$ cat config.mk
export PLATFORM = sky130hd
export DESIGN_NAME = tmr16_dual
export DESIGN_NICKNAME = d
export VERILOG_FILES = /design/src/rtl/tmr_pkg.sv /design/src/rtl/tmr_regif.sv /design/src/rtl/tmr_counter.sv /design/src/rtl/tmr_chan.sv /design/src/rtl/tmr16_dual.sv
export SDC_FILE = /design/constraint.sdc
export NUM_CORES = 1
export LEC_CHECK = 0
export BUFFER_PORTS_ARGS = -buffer_cell sky130_fd_sc_hd__buf_2
export CORE_MARGIN = 5
export CORE_UTILIZATION = 52
export CTS_CLUSTER_DIAMETER = 150
export DETAILED_ROUTE_END_ITERATION = 8
export PLACE_DENSITY_LB_ADDON = 0.05
export SKIP_CTS_REPAIR_TIMING = 1
export SLEW_MARGIN = 20
export SYNTH_ARGS = -nofsm -noshare
export SYNTH_HDL_FRONTEND = slang
export SYNTH_SLANG_ARGS = --single-unit
$ cat constraint.sdc
create_clock -name clk -period 4 [get_ports clk]
set_clock_uncertainty 0.05 [all_clocks]
set_input_delay 1.2 -clock clk [delete_from_list [all_inputs] [get_ports clk]]
set_output_delay 1.2 -clock clk [all_outputs]
set_load 0.005 [all_outputs]
$ cat src/rtl/tmr_pkg.sv
package tmr_pkg;

    localparam int REG_W  = 8;
    localparam int AW     = 6;
    localparam int NUM_CH = 2;

    typedef enum logic [1:0] {
        OUT_OFF    = 2'b00,
        OUT_TOGGLE = 2'b01,
        OUT_LOW    = 2'b10,
        OUT_HIGH   = 2'b11
    } out_mode_e;

    typedef enum logic {
        SEQ_LIVE  = 1'b0,
        SEQ_MUTED = 1'b1
    } seq_state_e;

    typedef enum logic {
        PIN_LOW  = 1'b0,
        PIN_HIGH = 1'b1
    } pin_state_e;

    localparam logic [AW-1:0] ADR_CNT_HI  = 6'h29;
    localparam logic [AW-1:0] ADR_CNT_LO  = 6'h28;
    localparam logic [AW-1:0] ADR_CMPA_HI = 6'h27;
    localparam logic [AW-1:0] ADR_FLAGS   = 6'h2B;
    localparam logic [AW-1:0] ADR_FORCE   = 6'h2D;
    localparam logic [AW-1:0] ADR_CTRL    = 6'h2E;

endpackage

$ cat src/rtl/tmr_regif.sv
module tmr_regif
    import tmr_pkg::*;
#(
    parameter int DW   = REG_W,
    parameter int AWP  = AW,
    parameter int NCH  = NUM_CH,
    localparam int CW  = 2 * DW
) (
    input  logic                     clk,
    input  logic                     rst_n,
    input  logic                     wr_en,
    input  logic                     rd_en,
    input  logic [AWP-1:0]           addr,
    input  logic [DW-1:0]            wdata,
    output logic [DW-1:0]            rdata,
    input  logic [CW-1:0]            cnt,
    input  logic [NCH:0]             flags,
    output logic                     cnt_wr,
    output logic [CW-1:0]            cnt_wdata,
    output logic [NCH-1:0][CW-1:0]   cmp_val,
    output logic [NCH-1:0][1:0]      mode_bits,
    output logic                     ctc,
    output logic [NCH-1:0]           force_stb,
    output logic [NCH:0]             flag_clr
);

    logic [DW-1:0]          temp_q;
    logic [NCH-1:0][CW-1:0] cmp_q;
    logic [NCH-1:0][1:0]    mode_q;
    logic                   ctc_q;
    logic                   hit_hi;
    logic                   hit_lo;
    logic [CW-1:0]          sel_word;
    logic [DW-1:0]          ctrl_byte;

    // address decode for the 16-bit pairs and the word behind a low byte
    always_comb begin
        hit_hi   = 1'b0;
        hit_lo   = 1'b0;
        sel_word = '0;
        if (addr == ADR_CNT_HI) hit_hi = 1'b1;
        if (addr == ADR_CNT_LO) begin
            hit_lo   = 1'b1;
            sel_word = cnt;
        end
        for (int i = 0; i < NCH; i++) begin
            if (addr == ADR_CMPA_HI - AWP'(2 * i)) hit_hi = 1'b1;
            if (addr == ADR_CMPA_HI - AWP'(2 * i + 1)) begin
                hit_lo   = 1'b1;
                sel_word = cmp_q[i];
            end
        end
    end

    // shared temporary byte
    always_ff @(posedge clk or negedge rst_n) begin
        if (!rst_n) begin
            temp_q <= '0;
        end else if (wr_en && hit_hi) begin
            temp_q <= wdata;
        end else if (rd_en && hit_lo && !wr_en) begin
            temp_q <= sel_word[CW-1:DW];
        end
    end

    // control byte
    always_ff @(posedge clk or negedge rst_n) begin
        if (!rst_n) begin
            mode_q <= '0;
            ctc_q  <= 1'b0;
        end else if (wr_en && addr == ADR_CTRL) begin
            for (int i = 0; i < NCH; i++) begin
                mode_q[i] <= wdata[DW-1-2*i -: 2];
            end
            ctc_q <= wdata[0];
        end
    end

    always_comb begin
        ctrl_byte = '0;
        for (int i = 0; i < NCH; i++) begin
            ctrl_byte[DW-1-2*i -: 2] = mode_q[i];
        end
        ctrl_byte[0] = ctc_q;
    end

    // compare registers, force strobes and per-channel flag clears
    for (genvar g = 0; g < NCH; g++) begin : g_cmp
        localparam logic [AWP-1:0] LO_ADR = ADR_CMPA_HI - AWP'(2 * g + 1);

        always_ff @(posedge clk or negedge rst_n) begin
            if (!rst_n) begin
                cmp_q[g] <= '0;
            end else if (wr_en && addr == LO_ADR) begin
                cmp_q[g] <= {temp_q, wdata};
            end
        end

        assign force_stb[g]  = wr_en && (addr == ADR_FORCE) && wdata[DW-1-g];
        assign flag_clr[g+1] = wr_en && (addr == ADR_FLAGS) && wdata[g+1];
    end

    assign flag_clr[0] = wr_en && (addr == ADR_FLAGS) && wdata[0];
    assign cnt_wr      = wr_en && (addr == ADR_CNT_LO);
    assign cnt_wdata   = {temp_q, wdata};
    assign cmp_val     = cmp_q;
    assign mode_bits   = mode_q;
    assign ctc         = ctc_q;

    // read mux; the force byte and unknown addresses read as zero
    always_comb begin
        rdata = '0;
        if (rd_en) begin
            if (hit_lo) begin
                rdata = sel_word[DW-1:0];
            end else if (hit_hi) begin
                rdata = temp_q;
            end else if (addr == ADR_FLAGS) begin
                rdata = DW'(flags);
            end else if (addr == ADR_CTRL) begin
                rdata = ctrl_byte;
            end
        end
    end

endmodule

$ cat src/rtl/tmr_counter.sv
module tmr_counter
    import tmr_pkg::*;
#(
    parameter int CW = 2 * REG_W
) (
    input  logic          clk,
    input  logic          rst_n,
    input  logic          tick,
    input  logic          cnt_wr,
    input  logic [CW-1:0] cnt_wdata,
    input  logic          ctc,
    input  logic          top_match,
    input  logic          ovf_clr,
    output logic [CW-1:0] cnt,
    output logic          live,
    output logic          ovf_flag
);

    localparam logic [CW-1:0] CNT_MAX = '1;

    seq_state_e state_q;
    seq_state_e state_d;
    logic [CW-1:0] cnt_q;
    logic          ovf_q;
    logic          wrap_evt;

    // state register
    always_ff @(posedge clk or negedge rst_n) begin
        if (!rst_n) state_q <= SEQ_LIVE;
        else        state_q <= state_d;
    end

    // transitions: a counter write mutes, the next tick without a write unmutes
    always_comb begin
        state_d = state_q;
        unique case (state_q)
            SEQ_LIVE:  if (cnt_wr) state_d = SEQ_MUTED;
            SEQ_MUTED: begin
                if (cnt_wr)    state_d = SEQ_MUTED;
                else if (tick) state_d = SEQ_LIVE;
            end
        endcase
    end

    // outputs of the sequencer
    always_comb begin
        live = 1'b0;
        unique case (state_q)
            SEQ_LIVE:  live = !cnt_wr;
            SEQ_MUTED: live = 1'b0;
        endcase
    end

    assign wrap_evt = tick && !cnt_wr && !ctc && (cnt_q == CNT_MAX);

    always_ff @(posedge clk or negedge rst_n) begin
        if (!rst_n) begin
            cnt_q <= '0;
        end else if (cnt_wr) begin
            cnt_q <= cnt_wdata;
        end else if (tick) begin
            if (ctc && top_match) cnt_q <= '0;
            else                  cnt_q <= cnt_q + 1'b1;
        end
    end

    always_ff @(posedge clk or negedge rst_n) begin
        if (!rst_n)        ovf_q <= 1'b0;
        else if (wrap_evt) ovf_q <= 1'b1;
        else if (ovf_clr)  ovf_q <= 1'b0;
    end

    assign cnt      = cnt_q;
    assign ovf_flag = ovf_q;

endmodule

$ cat src/rtl/tmr_chan.sv
module tmr_chan
    import tmr_pkg::*;
#(
    parameter int CW = 2 * REG_W
) (
    input  logic          clk,
    input  logic          rst_n,
    input  logic          tick,
    input  logic          live,
    input  logic [CW-1:0] cnt,
    input  logic [CW-1:0] cmp,
    input  logic [1:0]    mode,
    input  logic          force_stb,
    input  logic          flag_clr,
    output logic          match,
    output logic          flag,
    output logic          pin
);

    pin_state_e pin_q;
    pin_state_e pin_d;
    out_mode_e  mode_e;
    logic       act;
    logic       flag_q;

    assign mode_e = out_mode_e'(mode);
    assign match  = tick && live && (cnt == cmp);
    assign act    = match || force_stb;

    always_ff @(posedge clk or negedge rst_n) begin
        if (!rst_n) pin_q <= PIN_LOW;
        else        pin_q <= pin_d;
    end

    always_comb begin
        pin_d = pin_q;
        unique case (pin_q)
            PIN_LOW:  if (act && (mode_e == OUT_TOGGLE || mode_e == OUT_HIGH)) pin_d = PIN_HIGH;
            PIN_HIGH: if (act && (mode_e == OUT_TOGGLE || mode_e == OUT_LOW))  pin_d = PIN_LOW;
        endcase
    end

    always_comb begin
        pin = 1'b0;
        unique case (pin_q)
            PIN_LOW:  pin = 1'b0;
            PIN_HIGH: pin = 1'b1;
        endcase
    end

    always_ff @(posedge clk or negedge rst_n) begin
        if (!rst_n)        flag_q <= 1'b0;
        else if (match)    flag_q <= 1'b1;
        else if (flag_clr) flag_q <= 1'b0;
    end

    assign flag = flag_q;

endmodule

$ cat src/rtl/tmr16_dual.sv
module tmr16_dual
    import tmr_pkg::*;
#(
    parameter int DW  = REG_W,
    parameter int AWP = AW,
    localparam int NCH = NUM_CH,
    localparam int CW  = 2 * DW
) (
    input  logic           clk,
    input  logic           rst_n,
    input  logic           tick,
    input  logic           bus_wr,
    input  logic           bus_rd,
    input  logic [AWP-1:0] bus_addr,
    input  logic [DW-1:0]  bus_wdata,
    output logic [DW-1:0]  bus_rdata,
    output logic           wave_a,
    output logic           wave_b,
    output logic           irq_ovf,
    output logic           irq_a,
    output logic           irq_b
);

    logic [CW-1:0]          cnt_q;
    logic                   cnt_wr;
    logic [CW-1:0]          cnt_wdata;
    logic [NCH-1:0][CW-1:0] cmp_val;
    logic [NCH-1:0][1:0]    mode_bits;
    logic                   ctc_q;
    logic [NCH-1:0]         force_stb;
    logic [NCH:0]           flag_clr;
    logic [NCH:0]           flag_vec;
    logic [NCH-1:0]         match_vec;
    logic [NCH-1:0]         wave_vec;
    logic                   live;

    tmr_regif #(.DW(DW), .AWP(AWP), .NCH(NCH)) u_regif (
        .clk       (clk),
        .rst_n     (rst_n),
        .wr_en     (bus_wr),
        .rd_en     (bus_rd),
        .addr      (bus_addr),
        .wdata     (bus_wdata),
        .rdata     (bus_rdata),
        .cnt       (cnt_q),
        .flags     (flag_vec),
        .cnt_wr    (cnt_wr),
        .cnt_wdata (cnt_wdata),
        .cmp_val   (cmp_val),
        .mode_bits (mode_bits),
        .ctc       (ctc_q),
        .force_stb (force_stb),
        .flag_clr  (flag_clr)
    );

    tmr_counter #(.CW(CW)) u_counter (
        .clk       (clk),
        .rst_n     (rst_n),
        .tick      (tick),
        .cnt_wr    (cnt_wr),
        .cnt_wdata (cnt_wdata),
        .ctc       (ctc_q),
        .top_match (match_vec[0]),
        .ovf_clr   (flag_clr[0]),
        .cnt       (cnt_q),
        .live      (live),
        .ovf_flag  (flag_vec[0])
    );

    for (genvar g = 0; g < NCH; g++) begin : g_ch
        tmr_chan #(.CW(CW)) u_ch (
            .clk       (clk),
            .rst_n     (rst_n),
            .tick      (tick),
            .live      (live),
            .cnt       (cnt_q),
            .cmp       (cmp_val[g]),
            .mode      (mode_bits[g]),
            .force_stb (force_stb[g]),
            .flag_clr  (flag_clr[g+1]),
            .match     (match_vec[g]),
            .flag      (flag_vec[g+1]),
            .pin       (wave_vec[g])
        );
    end

    assign wave_a  = wave_vec[0];
    assign wave_b  = wave_vec[1];
    assign irq_ovf = flag_vec[0];
    assign irq_a   = flag_vec[1];
    assign irq_b   = flag_vec[2];

endmodule

==> impl_metrics.ini <==
[drt]
first_iter_violations = 342
post-route-drc-count = 0
wl_per_cell_um = 22.8
first_pass_iters = 5
detail-route-antenna-nets = 0
vias = 3644
via_per_inst = 6.52
drt-total-wl_mm = 12.7

[timing]
hold_viol_final = 0
fmax_mhz = 253
slew_viol_final = 0
period_needed_ns = 3.95
hold_ws_ns = 0.453
tightest_slew_ns = 0.722
relSlewSlack_pct = 51.7
rsz0062_at_grt = false
fin_ws_ns = 0.0473
setup_viol = 0
min_period_over_period_pct = 98.8

[power_and_ir_drop]
p_switching_mw = 0.739
p_leak_nw = 2.10
powerDensity_nw_per_um2 = 467
p_clk_share_pct = 32.4
vdd_drop_max_v = 0.000275
intPower_mw = 1.44
combPwrFrac_pct = 21.3
p_total_mw = 2.18
switching_share_pct = 33.9
seq_power_share_pct = 46.3

[critical_path]
critPathCaptureType = output pin
timing.rr.start = u_counter.cnt[7]
start_kind = input pin
worstPathRequired_ns = 2.75
cp_data_arrival_time_ns = 2.70
crit_fanout = 5
cp-startpoint = bus_addr[0]
crit_type = input pin to output pin

[worst_hold_path]
hp-start = u_counter.ovf_flag
hold_class = flip-flop to flip-flop

[floorplan]
io_pins = 32
core_area_sq_um = 7730
dieArea_sq_um = 9820
fp-row-count = 32
die_h_um = 99.1
die_w_um = 99.1
initial_core_util_pct = 53.4

[synth]
synth-main-ff-cell = dfrtp_1
ys_seq_area_share_pct = 40.6
ys_ff_latch = 67
synth_area_per_cell_sq_um = 9.76
syn-cell-area_sq_um = 4130
synth-edff-count = 0
ys_warn_count = 0
async_flop_share_pct = 100
syn-num-nets = 447
syn_inst = 423
synth.distinct_cells = 57

[cells_and_area]
diodes = 0
utilization_pct = 60.4
layout-drive-gt1-share_pct = 24.3
finalInstanceArea_sq_um = 4670
final_nets = 476
area_growth_pct = 13.0

[placed_design]
place_area_sq_um = 4390
place.gp.congestion = 0.961
place_hpwl_mm = 9.37
pre_cts_ws_ns = 0.00289
port_buffers = 31

[clock_network]
cts_sinks = 67
htree_levels = 3
cts_tree = built
clockRootBuffer = clkbuf_8
path_clk_slew_ns = 0.07
clockBufferDepth = 2
clock_latency_ns = 0.35
cts-buffers-inserted = 9

[global_route]
overflow = 0
grt_pass1_vias = 3518
antenna_found_initial = 0
grt_use_total_pct = 26.9
grt_pass1_wl_mm = 20.1
grt_max_degree = 27

[job]
max_cap_viol_count = 0

[run_status]
status = completed
==> kinds of logic after synthesis <==
kind of cell / share of synthesized area (%)
simple gates: 18.7
compound gates: 16.5
flops: 40.6
buf+inv: 4.36
xor+xnor: 7.85
mux: 10.5
fa+ha+maj: 1.52
==> Yosys cell counts, types with 3 or more instances <==
cell type,n,area share [%]
buf_2,8,0.97
nor3b_1,3,0.55
o21a_1,3,0.55
nor3_1,14,1.7
mux2_2,27,7.4
o21ai_0,15,1.8
o211ai_1,5,0.91
o22ai_1,5,0.76
dfrtp_1,67,41
a221o_1,4,0.97
nor4_1,13,2.0
a31oi_1,3,0.45
clkbuf_1,18,1.6
mux2_4,8,2.9
xnor2_1,4,0.85
a211oi_1,7,1.3
xor2_1,33,7.0
o221ai_1,3,0.64
a22oi_1,6,1.1
a21oi_1,14,1.7
inv_1,9,0.82
nand2_1,38,3.5
nand4_1,7,1.1
nor2_1,25,2.3
a222oi_1,7,1.7
ha_1,5,1.5
and3_1,15,2.3
a22o_1,4,0.85
a221oi_1,4,0.85
nand3_1,13,1.6
buf_6,3,0.82
==> flip-flops by register name, indices dropped and copies added, names as in the netlist <==
| name | count |
|---|---|
| u_counter.state_q | 1 |
| u_counter.cnt | 16 |
| u_regif.ctc | 1 |
| g_ch.u_ch.flag | 2 |
| u_regif.mode_bits | 4 |
| u_counter.ovf_flag | 1 |
| u_regif.cmp_val | 32 |
| u_regif.temp_q | 8 |
| g_ch.u_ch.pin_q | 2 |
==> power by group through the flow <==
stage	Combinational, mW	Clock (mW)	Sequential, mW
after floorplan	0.409	0	0.870
after global placement	0.450	0	1.01
after detailed placement	0.457	0	1.01
after CTS	0.460	0.714	0.997
after global routing	0.516	0.754	1.02
final	0.464	0.707	1.01
==> worst paths after layout <==
check	endpoint	slack [ns]	depth (start not counted)
hold reg to reg	u_counter.ovf_flag	0.45	2
max in group asynchronous	u_regif.cmp_val[5]	2.41	2
setup / recovery	bus_rdata[0]	0.05	7
setup reg to reg	u_counter.cnt[15]	1.32	5
hold / removal	u_counter.ovf_flag	0.45	2
min in group asynchronous	u_regif.cmp_val[15]	0.76	1
==> layer usage <==
metal | routed length (um) | part of all wire, % | vias up | GRT usage [%]
met4 | 578 | 4.5 | 0 | 10.5
met3 | 937 | 7.4 | 45 | 6.73
li1 | - | - | 1632 | -
met2 | 5800 | 45 | 187 | 41.0
met1 | 5430 | 43 | 1780 | 36.7
met5 | 0 | 0 | - | 0
==> cell usage in the layout (no fill, tap or decap), types with 6 or more instances in the layout <==
cell type,netlist,final
a222oi_1,7,7
nor4_1,13,13
dfrtp_1,67,67
xor2_1,33,33
nand2_1,38,38
o21ai_0,15,13
nand4_1,7,7
buf_2,8,31
nor2_1,25,25
and3_1,15,15
clkbuf_8,0,10
a21oi_1,14,14
buf_4,0,16
nand3_1,13,13
mux2_4,8,8
mux2_2,27,27
a22oi_1,6,6
nor3_1,14,13
inv_1,9,9
==> cell type report <==
cell class                      instances  area [sq um]
Fill cell                             677          3060
Multi-Input combinational cell        318          2300
Sequential cell                        67          1680
Timing Repair Buffer                   47           275
Clock buffer                           10           138
Tap cell                              102           128
Clock inverter                          6           111
Inverter                                9          33.8
==> critical path, cell delays in order <==
cell	delay [ns]
buf_2	0.11
or3b_1	0.45
nor2_1	0.22
a22o_1	0.18
a211oi_1	0.06
nor3_1	0.30
buf_2	0.18
==> per-stage QoR <==
step	instances	TNS, ns
6_report	559	0
5_1_grt	559	0
4_1_cts	558	-0.00796
3_5_place_dp	542	0
3_3_place_gp	542	0
2_1_floorplan	423	0
(Power assumes the default switching activity.)
